==> src/rtl/csm_pkg.sv <==
package csm_pkg;
  localparam int NUM_CONS = 6;
  localparam int GEN_N    = 6;
  localparam int SRC_W    = 3;
  localparam int CODE_W   = 2;
  localparam int FIELD_W  = SRC_W + CODE_W;
  localparam int REG_W    = 32;
  localparam int USED_W   = NUM_CONS * FIELD_W;
  localparam int DIV_W    = 3;

  typedef struct packed {
    logic [REG_W-1:0] cfg;
    logic             errPulse;
  } ctlOut_t;

  // Ratio for a divide code: standard {1,4,1,2}, extended {1,4,3,2}
  function automatic logic [DIV_W-1:0] divFor(input logic [CODE_W-1:0] code, input bit ext);
    case (code)
      2'd0:    divFor = 3'd1;
      2'd1:    divFor = 3'd4;
      2'd2:    divFor = ext ? 3'd3 : 3'd1;
      default: divFor = 3'd2;
    endcase
  endfunction

  // Table code for a rounded ratio 1..4 (3 folds to 4 without divide-by-3)
  function automatic logic [CODE_W-1:0] codeFor(input logic [DIV_W-1:0] ratio, input bit ext);
    case (ratio)
      3'd2:    codeFor = 2'd3;
      3'd3:    codeFor = ext ? 2'd2 : 2'd1;
      3'd4:    codeFor = 2'd1;
      default: codeFor = 2'd0;
    endcase
  endfunction
endpackage

==> src/rtl/csm_ctrl.sv <==
module csm_ctrl
  import csm_pkg::*;
#(
  parameter bit EXT_TABLE = 1'b1,
  parameter int RATIO_W   = 8,
  parameter int FRAC_W    = 4
) (
  input  logic               clk,
  input  logic               rstN,
  input  logic               wrEn,
  input  logic [REG_W-1:0]   wrData,
  input  logic               reqValid,
  input  logic [SRC_W-1:0]   reqSel,
  input  logic [RATIO_W-1:0] reqRatio,
  output ctlOut_t            ctlOut
);
  localparam int SUM_W = RATIO_W + 1;
  localparam int RND_W = SUM_W - FRAC_W;
  localparam logic [SUM_W-1:0] HALF = SUM_W'(1) << (FRAC_W - 1);

  logic [REG_W-1:0] cfg, cfgNext;
  logic [SUM_W-1:0] roundSum;
  logic [RND_W-1:0] rounded;
  logic             reject;
  logic             errPulse;
  logic [CODE_W-1:0] newCode;

  always_comb begin
    roundSum = {1'b0, reqRatio} + HALF;
    rounded  = roundSum[SUM_W-1:FRAC_W];
    reject   = (rounded == '0) || (rounded > RND_W'(4)) || (reqSel >= SRC_W'(NUM_CONS));
    newCode  = codeFor(rounded[DIV_W-1:0], EXT_TABLE);
  end

  always_comb begin
    cfgNext = cfg;
    if (wrEn) begin
      cfgNext = wrData;
    end else if (reqValid && !reject) begin
      for (int i = 0; i < NUM_CONS; i++) begin
        if (reqSel == SRC_W'(i)) cfgNext[i*FIELD_W +: CODE_W] = newCode;
      end
    end
  end

  always_ff @(posedge clk) begin
    if (!rstN) begin
      cfg      <= '0;
      errPulse <= 1'b0;
    end else begin
      cfg      <= cfgNext;
      errPulse <= reqValid && reject;
    end
  end

  assign ctlOut.cfg      = cfg;
  assign ctlOut.errPulse = errPulse;

  AST_ERR_KEEPS_REG: assert property (@(posedge clk) disable iff (!rstN)
    (errPulse && !$past(wrEn)) |-> $stable(cfg));
  AST_ERR_SINGLE: assert property (@(posedge clk) disable iff (!rstN)
    (errPulse && !reqValid) |=> !errPulse);
  AST_WRITE_WINS: assert property (@(posedge clk) disable iff (!rstN)
    wrEn |=> (cfg == $past(wrData)));
endmodule

==> src/rtl/csm_slice.sv <==
module csm_slice
  import csm_pkg::*;
#(
  parameter bit EXT_TABLE = 1'b1
) (
  input  logic               clk,
  input  logic               rstN,
  input  logic [FIELD_W-1:0] pendField,
  input  logic               auxTick,
  input  logic [GEN_N-1:0]   genTick,
  output logic               tickOut
);
  logic [SRC_W-1:0]  pendSrc, actSrc;
  logic [CODE_W-1:0] pendCode, actCode, cnt;
  logic [DIV_W-1:0]  divisor;
  logic              srcTick, atLast;

  assign pendSrc  = pendField[FIELD_W-1:CODE_W];
  assign pendCode = pendField[CODE_W-1:0];

  always_comb begin
    if (actSrc == '0)             srcTick = 1'b0;
    else if (actSrc == SRC_W'(1)) srcTick = auxTick;
    else                          srcTick = genTick[actSrc - SRC_W'(2)];
    divisor = divFor(actCode, EXT_TABLE);
    atLast  = ({1'b0, cnt} == (divisor - DIV_W'(1)));
  end

  always_ff @(posedge clk) begin
    if (!rstN) begin
      actSrc  <= '0;
      actCode <= '0;
      cnt     <= '0;
      tickOut <= 1'b0;
    end else begin
      tickOut <= 1'b0;
      if (pendSrc == '0 || actSrc == '0) begin
        actSrc  <= pendSrc;
        actCode <= pendCode;
        cnt     <= '0;
      end else if (srcTick) begin
        if (atLast) begin
          tickOut <= 1'b1;
          cnt     <= '0;
          actSrc  <= pendSrc;
          actCode <= pendCode;
        end else begin
          cnt <= cnt + CODE_W'(1);
        end
      end
    end
  end

  AST_OFF_SILENT: assert property (@(posedge clk) disable iff (!rstN)
    (pendSrc == '0) |=> !tickOut);
  AST_TICK_FROM_SOURCE: assert property (@(posedge clk) disable iff (!rstN)
    tickOut |-> $past(srcTick));
  AST_CNT_BOUND: assert property (@(posedge clk) disable iff (!rstN)
    ({1'b0, cnt} < divisor));
  AST_HOLD_MIDWAY: assert property (@(posedge clk) disable iff (!rstN)
    (actSrc != '0 && pendSrc != '0 && !(srcTick && atLast)) |=> $stable(actSrc));
endmodule

==> src/rtl/csm_datapath.sv <==
module csm_datapath
  import csm_pkg::*;
#(
  parameter bit EXT_TABLE = 1'b1
) (
  input  logic                clk,
  input  logic                rstN,
  input  logic [USED_W-1:0]   cfgUsed,
  input  logic                auxTick,
  input  logic [GEN_N-1:0]    genTick,
  output logic [NUM_CONS-1:0] consTick
);
  for (genvar i = 0; i < NUM_CONS; i++) begin : gSlice
    csm_slice #(.EXT_TABLE(EXT_TABLE)) uSlice (
      .clk       (clk),
      .rstN      (rstN),
      .pendField (cfgUsed[i*FIELD_W +: FIELD_W]),
      .auxTick   (auxTick),
      .genTick   (genTick),
      .tickOut   (consTick[i])
    );
  end
endmodule

==> src/rtl/clk_src_mux.sv <==
module clk_src_mux
  import csm_pkg::*;
#(
  parameter bit EXT_TABLE = 1'b1,
  parameter int RATIO_W   = 8,
  parameter int FRAC_W    = 4
) (
  input  logic               clk,
  input  logic               rstN,
  input  logic               wrEn,
  input  logic [31:0]        wrData,
  output logic [31:0]        rdData,
  input  logic               reqValid,
  input  logic [2:0]         reqSel,
  input  logic [RATIO_W-1:0] reqRatio,
  output logic               reqErr,
  input  logic               auxTick,
  input  logic [5:0]         genTick,
  output logic [5:0]         consEnabled,
  output logic [5:0]         consTick
);
  ctlOut_t ctlOut;

  csm_ctrl #(.EXT_TABLE(EXT_TABLE), .RATIO_W(RATIO_W), .FRAC_W(FRAC_W)) uCtrl (
    .clk      (clk),
    .rstN     (rstN),
    .wrEn     (wrEn),
    .wrData   (wrData),
    .reqValid (reqValid),
    .reqSel   (reqSel),
    .reqRatio (reqRatio),
    .ctlOut   (ctlOut)
  );

  csm_datapath #(.EXT_TABLE(EXT_TABLE)) uData (
    .clk      (clk),
    .rstN     (rstN),
    .cfgUsed  (ctlOut.cfg[USED_W-1:0]),
    .auxTick  (auxTick),
    .genTick  (genTick),
    .consTick (consTick)
  );

  for (genvar i = 0; i < NUM_CONS; i++) begin : gEn
    assign consEnabled[i] = |ctlOut.cfg[i*FIELD_W + CODE_W +: SRC_W];
  end

  assign rdData = ctlOut.cfg;
  assign reqErr = ctlOut.errPulse;
endmodule

==> config.mk <==
export PLATFORM = sky130hd
export DESIGN_NAME = clk_src_mux
export DESIGN_NICKNAME = d
export VERILOG_FILES = /design/src/rtl/csm_pkg.sv /design/src/rtl/csm_ctrl.sv /design/src/rtl/csm_slice.sv /design/src/rtl/csm_datapath.sv /design/src/rtl/clk_src_mux.sv
export SDC_FILE = /design/constraint.sdc
export NUM_CORES = 1
export LEC_CHECK = 0
export BUFFER_PORTS_ARGS = -buffer_cell sky130_fd_sc_hd__buf_2
export CAP_MARGIN = 5
export CORE_ASPECT_RATIO = 1.2
export CORE_UTILIZATION = 25
export CTS_CLUSTER_SIZE = 30
export DETAILED_ROUTE_END_ITERATION = 8
export PLACE_DENSITY = 0.44
export SLEW_MARGIN = 20
export SYNTH_ARGS = -nofsm -noshare
export SYNTH_HDL_FRONTEND = slang
export SYNTH_SLANG_ARGS = --single-unit
==> constraint.sdc <==
create_clock -name clk -period 1.76 [get_ports clk]
set_clock_uncertainty 0.1 [all_clocks]
set_input_delay 0.176 -clock clk [delete_from_list [all_inputs] [get_ports clk]]
set_output_delay 0.176 -clock clk [all_outputs]
set_load 0.01 [all_outputs]
==> key figures, run 1 <==
Status
  – Status: finished, violations left
  – Failing checks: setup timing

Synthesis
  – Mapped Area: 4390 µm²
  – Post-synth ARST share: 0
  – Synth cell count leaders: dfxtp_1 (81), mux2i_1 (75), nor2b_1 (48), nand2_1 (27), a21oi_1 (20)
  – Post-Synth XOR/XNOR Area: 0.0159
  – Yosys cell types: 49
  – Post-synthesis register bit count: 81
  – Mux cell area share after synthesis: 0.204
  – Ys Warns: 0
  – Top-count cell post-synth: dfxtp_1
  – Simple-Gate Fraction of Synth Area: 0.190
  – Synth Net Count: around 530
  – Yosys top cell by area: dfxtp_1
  – Syn Area/Cell: around 9.5 µm²
  – Post-synth top area share: 0.369
  – Post-synthesis adder-cell area fraction: 0.0313
  – Post-synth EDFFs: 0
  – Main synth FF type: dfxtp_1
  – Seq/Total Area, Yosys: 0.369
  – Top post-synthesis cells by area: dfxtp_1 (37%), mux2i_1 (17%), nor2b_1 (6.8%)
  – Post-Syn Instances: 463
  – Largest family of logic cells by synthesized area: multiplexers
  – Compound-cell area share of the yosys netlist: 0.142

Placement
  – Placer Congestion: 0.819
  – Port bufs: 95
  – Placed Area: 5520 µm²
  – Detailed Place HPWL: 9450 µm

STA
  – RSZ-0062 raised after global routing: true
  – Crit share post-route: 1.09
  – Minimum clock period: 1.91 ns
  – Relative slew slack: 0.576
  – Final hold slack: around 0.0099 ns
  – Final WS setup: -0.150 ns
  – Slew @ Worst Pin: 0.632 ns
  – Final Hold Vio Count: 0
  – Fmax: 524 MHz
  – Setup violators final: 36
  – Max-slew violation count: 0
  – Total negative slack: -2.29 ns

Clock network
  – CTS clk-pin slew, worst paths: 0.06 ns
  – Clk buf depth: 2
  – Worst skew pair latency: 0.34 ns
  – Clock buffer count from CTS: 9
  – Htree depth: 3
  – Clk sink count: 81
  – Root Buffer: clkbuf_16
  – TritonCTS clock tree: built

Hold path
  – HP Class: input pin to flop
  – Min-Delay Path Depth: 3

Floorplan
  – Ports: 99
  – Rows: 52
  – Die ar.: 18100 µm²
  – Starting Density: 0.258
  – Core Region: 17000 µm²
  – Chip width: 123 µm
  – Die height: 147 µm

Critical path
  – Critical path required time: 1.93 ns
  – Critical Path Source: uData.gSlice[3].uSlice.actSrc[1]
  – CP top delay family: multiplexers
  – Critical Path End Type: flop
  – Crit Path Category: flop to flop
  – Worst flop-to-flop path endpoint: uData.gSlice[3].uSlice.cnt[1]
  – Startpoint class of the critical path: flop
  – Worst reg-to-reg setup slack: -0.15 ns
  – Register-to-Register Path Depth: 4
  – Crit-path max cell delay: 0.57 ns
  – Critical-path cell list: mux2i_1 -> mux4_2 -> or4b_4 -> a21oi_2
  – WP data arrival: 2.08 ns
  – Buf/Inv on CP: 0
  – Crit path depth: 4
  – CP Capture Point: uData.gSlice[3].uSlice.cnt[1]
  – Launching point of the worst reg2reg path: uData.gSlice[3].uSlice.actSrc[1]
  – Worst-path fanout max: 5
  – Slowest-stage cell, CP: or4b_4

Pwr
  – Leakage: 2.70 nW
  – Total power divided by cell area: 835 nW/µm²
  – Peak VDD IR: between 0.5 and 0.6 mV
  – Total power: 5.25 mW

GRT
  – Vias in the first global route: 3926
  – GRT Total Usage: 0.142
  – Initial antenna violation count: 0
  – Largest net degree at the start of global routing: 21
  – First-pass GRT wire length: 19600 µm
  – Grt ovf: 0

Detailed routing
  – Vias per cell: 4.66
  – WL per Instance: 14.8 µm
  – DRC errors left: 0
  – Routed wire length: 12500 µm
  – Pre-antenna DRT Iters: 4
  – Vias post-DR: just under 4000
  – Iter 0 DRT Violations: 119
  – Antenna viol nets, final: 0

Final layout
  – Area Overhead vs Synth: 43.2%
  – Number of diodes: 0
  – Layout cells sized above 1: 0.402
  – Final instance area: between 6000 and 7000 µm²
  – Fillers: roughly 1700
  – Nets: 692

Job
  – Max Cap Viol: 0
cells in the final DEF, fill, tap and decap left out, types with 11 or more instances in the layout:
cell type,n
a21oi_1,17
buf_2,95
buf_4,66
dfxtp_1,65
dlygate4sd3_1,16
mux2i_1,73
nand2_1,27
nor2_1,17
nor2b_1,48
nor3_1,16
o21a_1,11
o21ai_0,18
state kept, by name (all words and copies together) (netlist names):
register,count
uData.gSlice.uSlice.tickOut,6
uCtrl.cfg,32
uData.gSlice.uSlice.actSrc,18
uData.gSlice.uSlice.actCode,12
uCtrl.errPulse,1
uData.gSlice.uSlice.cnt,12
per-stage QoR:
step / worst slack (ns) / instances / util
finish: -0.150 / 848 / 0.369
global placement: -0.141 / 807 / 0.324
floorplan: -0.0913 / 463 / -
global route: -0.201 / 848 / 0.369
detailed placement: -0.160 / 807 / 0.324
CTS: -0.119 / 841 / 0.361
how the worst min path moves through the flow:
stage / start / to / slack [ns]
3_5_place_dp: wrData[8] / uCtrl.cfg[8] / 0.34
6_report: wrData[19] / uCtrl.cfg[19] / 0.01
5_1_grt: wrData[19] / uCtrl.cfg[19] / 0.02
4_1_cts: wrData[22] / uCtrl.cfg[22] / 0.001
2_1_floorplan: reqValid / uCtrl.errPulse / 0.19
3_3_place_gp: wrData[8] / uCtrl.cfg[8] / 0.33
metal layers:
metal  global-route usage  vias up  wire (µm)
met5                    0        -          0
met4               0.0614        0        295
met3               0.0245       17        392
met2                0.244       66       6350
met1                0.170     1873       5510
li1                     -     1994          -
cells by family after synthesis:
family          Yosys count
mux                      82
fa+ha+maj                11
simple gates            151
xor+xnor                  8
flops                    81
buf+inv                  42
compound gates           88
power breakdown:
part	leakage [nW]	internal [mW]	switching (mW)	total [mW]
Sequential	0.672	1.92	0.0916	2.02
Clock	0.166	1.42	0.752	2.17
Combinational	1.86	0.553	0.511	1.06
worst min-delay path, delay by kind of cell:
kind                   cells  cell delay (ns)
buffers and inverters      1             0.08
muxes                      1             0.06
and+or+nand+nor            1             0.10
cell type report:
type / count / area, µm² / area share
Inverter: 13 / 48.8 / 0.00776
Multi-Input combinational cell: 340 / 2780 / 0.442
Tap cell: 216 / 270 / 0.0430
Clock buffer: 11 / 243 / 0.0386
Clock inverter: 5 / 103 / 0.0163
Timing Repair Buffer: 182 / 1190 / 0.189
Sequential cell: 81 / 1660 / 0.264
what timing repair did:
| action | CTS | global route |
|---|---|---|
| setup buffers | 2 | 7 |
| pin swaps | 13 | 7 |
| gates resized for setup | 40 | 20 |
| hold buffers | 16 | 0 |
| setup endpoints to repair | 38 | 37 |
| endpoints found under the hold margin | 16 | 0 |
No activity file was read; power rests on OpenSTA's default activity.
==> inputs of run 2 (changes only) <==
Settings changed: PLACE_DENSITY 0.44 to 0.57.
==> run 2 against run 1 <==
- the run still ends with setup timing left
- critical path depth up 2
- first-iteration DRC count up 34%
- sequential share of layout area up 0.39 points
- power down 7.2%
- worst setup slack worse by 0.0026 ns
- global-route usage down 0.41 points
- via count up 0.96%
- cell area down 1.5%
- worst hold slack worse by 0.0037 ns
- routed wire length down 1.3%
- register-to-register slack about the same
- sequential power about the same
- critical path type unchanged
- largest cell class unchanged
==> key figures, run 2 (synthesized netlist as in run 1, its figures left out) <==
Status
  – Status: finished, violations left
  – Failing checks: setup timing

GRT
  – Initial antenna violation count: 0
  – Grt ovf: 0
  – First-pass GRT wire length: 19300 µm
  – Largest net degree at the start of global routing: 41
  – GRT Total Usage: 0.138
  – Vias in the first global route: 4115

Placement
  – Port bufs: 95
  – Pre-CTS setup slack: -0.198 ns
  – Placer Congestion: about 0.80
  – Placed cells: 800
  – Detailed Place HPWL: 9330 µm

Critical path
  – Launching point of the worst reg2reg path: uData.gSlice[4].uSlice.actCode[1]
  – Slowest-stage cell, CP: or4b_4
  – Startpoint class of the critical path: flop
  – Critical-path cell list: inv_2 -> ha_4 -> or3_4 -> and3_4 -> or4b_4 -> a21oi_2
  – Register-to-Register Path Depth: 6
  – Crit-path max cell delay: 0.48 ns
  – Worst-path fanout max: 3
  – Buf/Inv on CP: 1
  – Worst reg-to-reg setup slack: -0.15 ns
  – Crit Path Category: flop to flop
  – CP top delay family: simple AND/OR/NAND/NOR gates
  – Worst flop-to-flop path endpoint: uData.gSlice[4].uSlice.cnt[1]
  – Critical path required time: approximately 1.9 ns
  – WP data arrival: 2.09 ns
  – Critical Path End Type: flop

Floorplan
  – Chip width: 123 µm
  – Ports: 99
  – Die height: 147 µm
  – Rows: 52
  – Core Region: 17000 µm²
  – Starting Density: 0.258
  – Die ar.: 18100 µm²

Final layout
  – Nets: 680
  – Layout cells sized above 1: 0.405
  – Multi-input gate area: 2830 µm²
  – Final cell utilization of the core: 0.364
  – Largest regs: uCtrl.cfg: 32 flops, uData.gSlice.uSlice.actSrc: 18 flops
  – Layout Cells excl Fill: 835
  – Max reg flops: 32
  – Storage cell area: 1660 µm²
  – Number of diodes: 0
  – Commonest non-fill, non-tap cell in the layout: buf_2
  – Most flops, register: uCtrl.cfg
  – Fillers: 1727
  – Commonest cells after routing, fill and taps aside: buf_2 (95), mux2i_1 (74), dfxtp_1 (65)
  – Area Overhead vs Synth: 41.1%

Detailed routing
  – Vias per cell: around 4.8
  – WL per Instance: 14.8 µm
  – Antenna viol nets, final: 0
  – Routed wire length: 12400 µm
  – DRC errors left: 0
  – Iter 0 DRT Violations: 159
  – Pre-antenna DRT Iters: 4
  – Vias post-DR: 3988

Pwr
  – Total power divided by cell area: 786 nW/µm²
  – Peak VDD IR: 0.405 mV
  – Leakage: between 2 and 3 nW
  – Total power: 4.87 mW

Clock network
  – Root Buffer: clkbuf_16
  – Clk sink count: 81
  – TritonCTS clock tree: built
  – Clock buffer count from CTS: 9
  – Htree depth: 3
  – CTS clk-pin slew, worst paths: 0.06 ns
  – Worst skew pair latency: 0.34 ns
  – Clk buf depth: 2

Hold path
  – Min-Delay Path Depth: 3
  – Hold_sp: wrData[4]
  – HP Class: input pin to flop
  – Hold endpoint: uCtrl.cfg[4]

STA
  – Minimum clock period: ~1.9 ns
  – Final Hold Vio Count: 0
  – Relative slew slack: 0.553
  – RSZ-0062 raised after global routing: true
  – Fmax: 523 MHz
  – Max-slew violation count: 0
  – Slew @ Worst Pin: between 0.6 and 0.7 ns
  – Final WS setup: -0.153 ns
  – Setup violators final: 32
  – Crit share post-route: 1.09

Job
  – Max Cap Viol: 0
run 2: power breakdown:
group	internal [mW]	total [mW]	switching, mW
clock network	1.06	1.79	0.725
registers	1.92	2.02	0.0949
logic	0.551	1.07	0.518
run 2: how the worst max path moves through the flow:
stage	to	depth (start not counted)	startpoint
3_3_place_gp	uCtrl.cfg[5]	7	reqRatio[3]
3_5_place_dp	uData.gSlice[1].uSlice.cnt[1]	4	uData.gSlice[1].uSlice.actSrc[1]
2_1_floorplan	uData.gSlice[0].uSlice.actCode[0]	6	uData.gSlice[0].uSlice.actSrc[1]
6_report	uData.gSlice[4].uSlice.cnt[1]	6	uData.gSlice[4].uSlice.actCode[1]
4_1_cts	uData.gSlice[5].uSlice.cnt[1]	6	uData.gSlice[5].uSlice.actCode[1]
5_1_grt	uData.gSlice[1].uSlice.actSrc[2]	8	uData.gSlice[1].uSlice.actCode[1]
run 2: routing by layer:
layer	vias to the layer above	part of all wire	routed length (µm)	global-route usage
met4	0	0.022	270	0.0566
met3	17	0.038	470	0.0272
met5	-	0	0	0
li1	1970	-	-	-
met2	76	0.51	6360	0.250
met1	1925	0.43	5280	0.153
run 2: worst reg2reg max path, cell delays in order (launching register included):
cell and delay (ns):
dfxtp_4 0.37, inv_2 0.05, ha_4 0.15, or3_4 0.37, and3_4 0.18, or4b_4 0.48, a21oi_2 0.16
run 2: cell type report:
cell class	count	area share
Tap cell	216	0.0436
Multi-Input combinational cell	340	0.457
Clock buffer	13	0.0436
Clock inverter	2	0.00202
Inverter	13	0.00868
Sequential cell	81	0.268
Timing Repair Buffer	170	0.178
run 2: metrics by stage:
stage          hold slack, ns  area (µm²)  TNS [ns]
2_1_floorplan           0.192        4490     -1.81
3_3_place_gp            0.332        5480     -3.73
3_5_place_dp            0.342        5480     -5.46
4_1_cts              0.000326        6020     -2.66
5_1_grt               0.00641        6200     -4.85
6_report              0.00621        6200     -2.20
run 2: repair_timing:
item | CTS | global route
hold endpoints to repair | 14 | 0
resized for setup | 40 | 31
pin swaps | 17 | 14
buffers inserted | 2 | 4
setup endpoints to repair | 43 | 43
hold buffers | 14 | 0
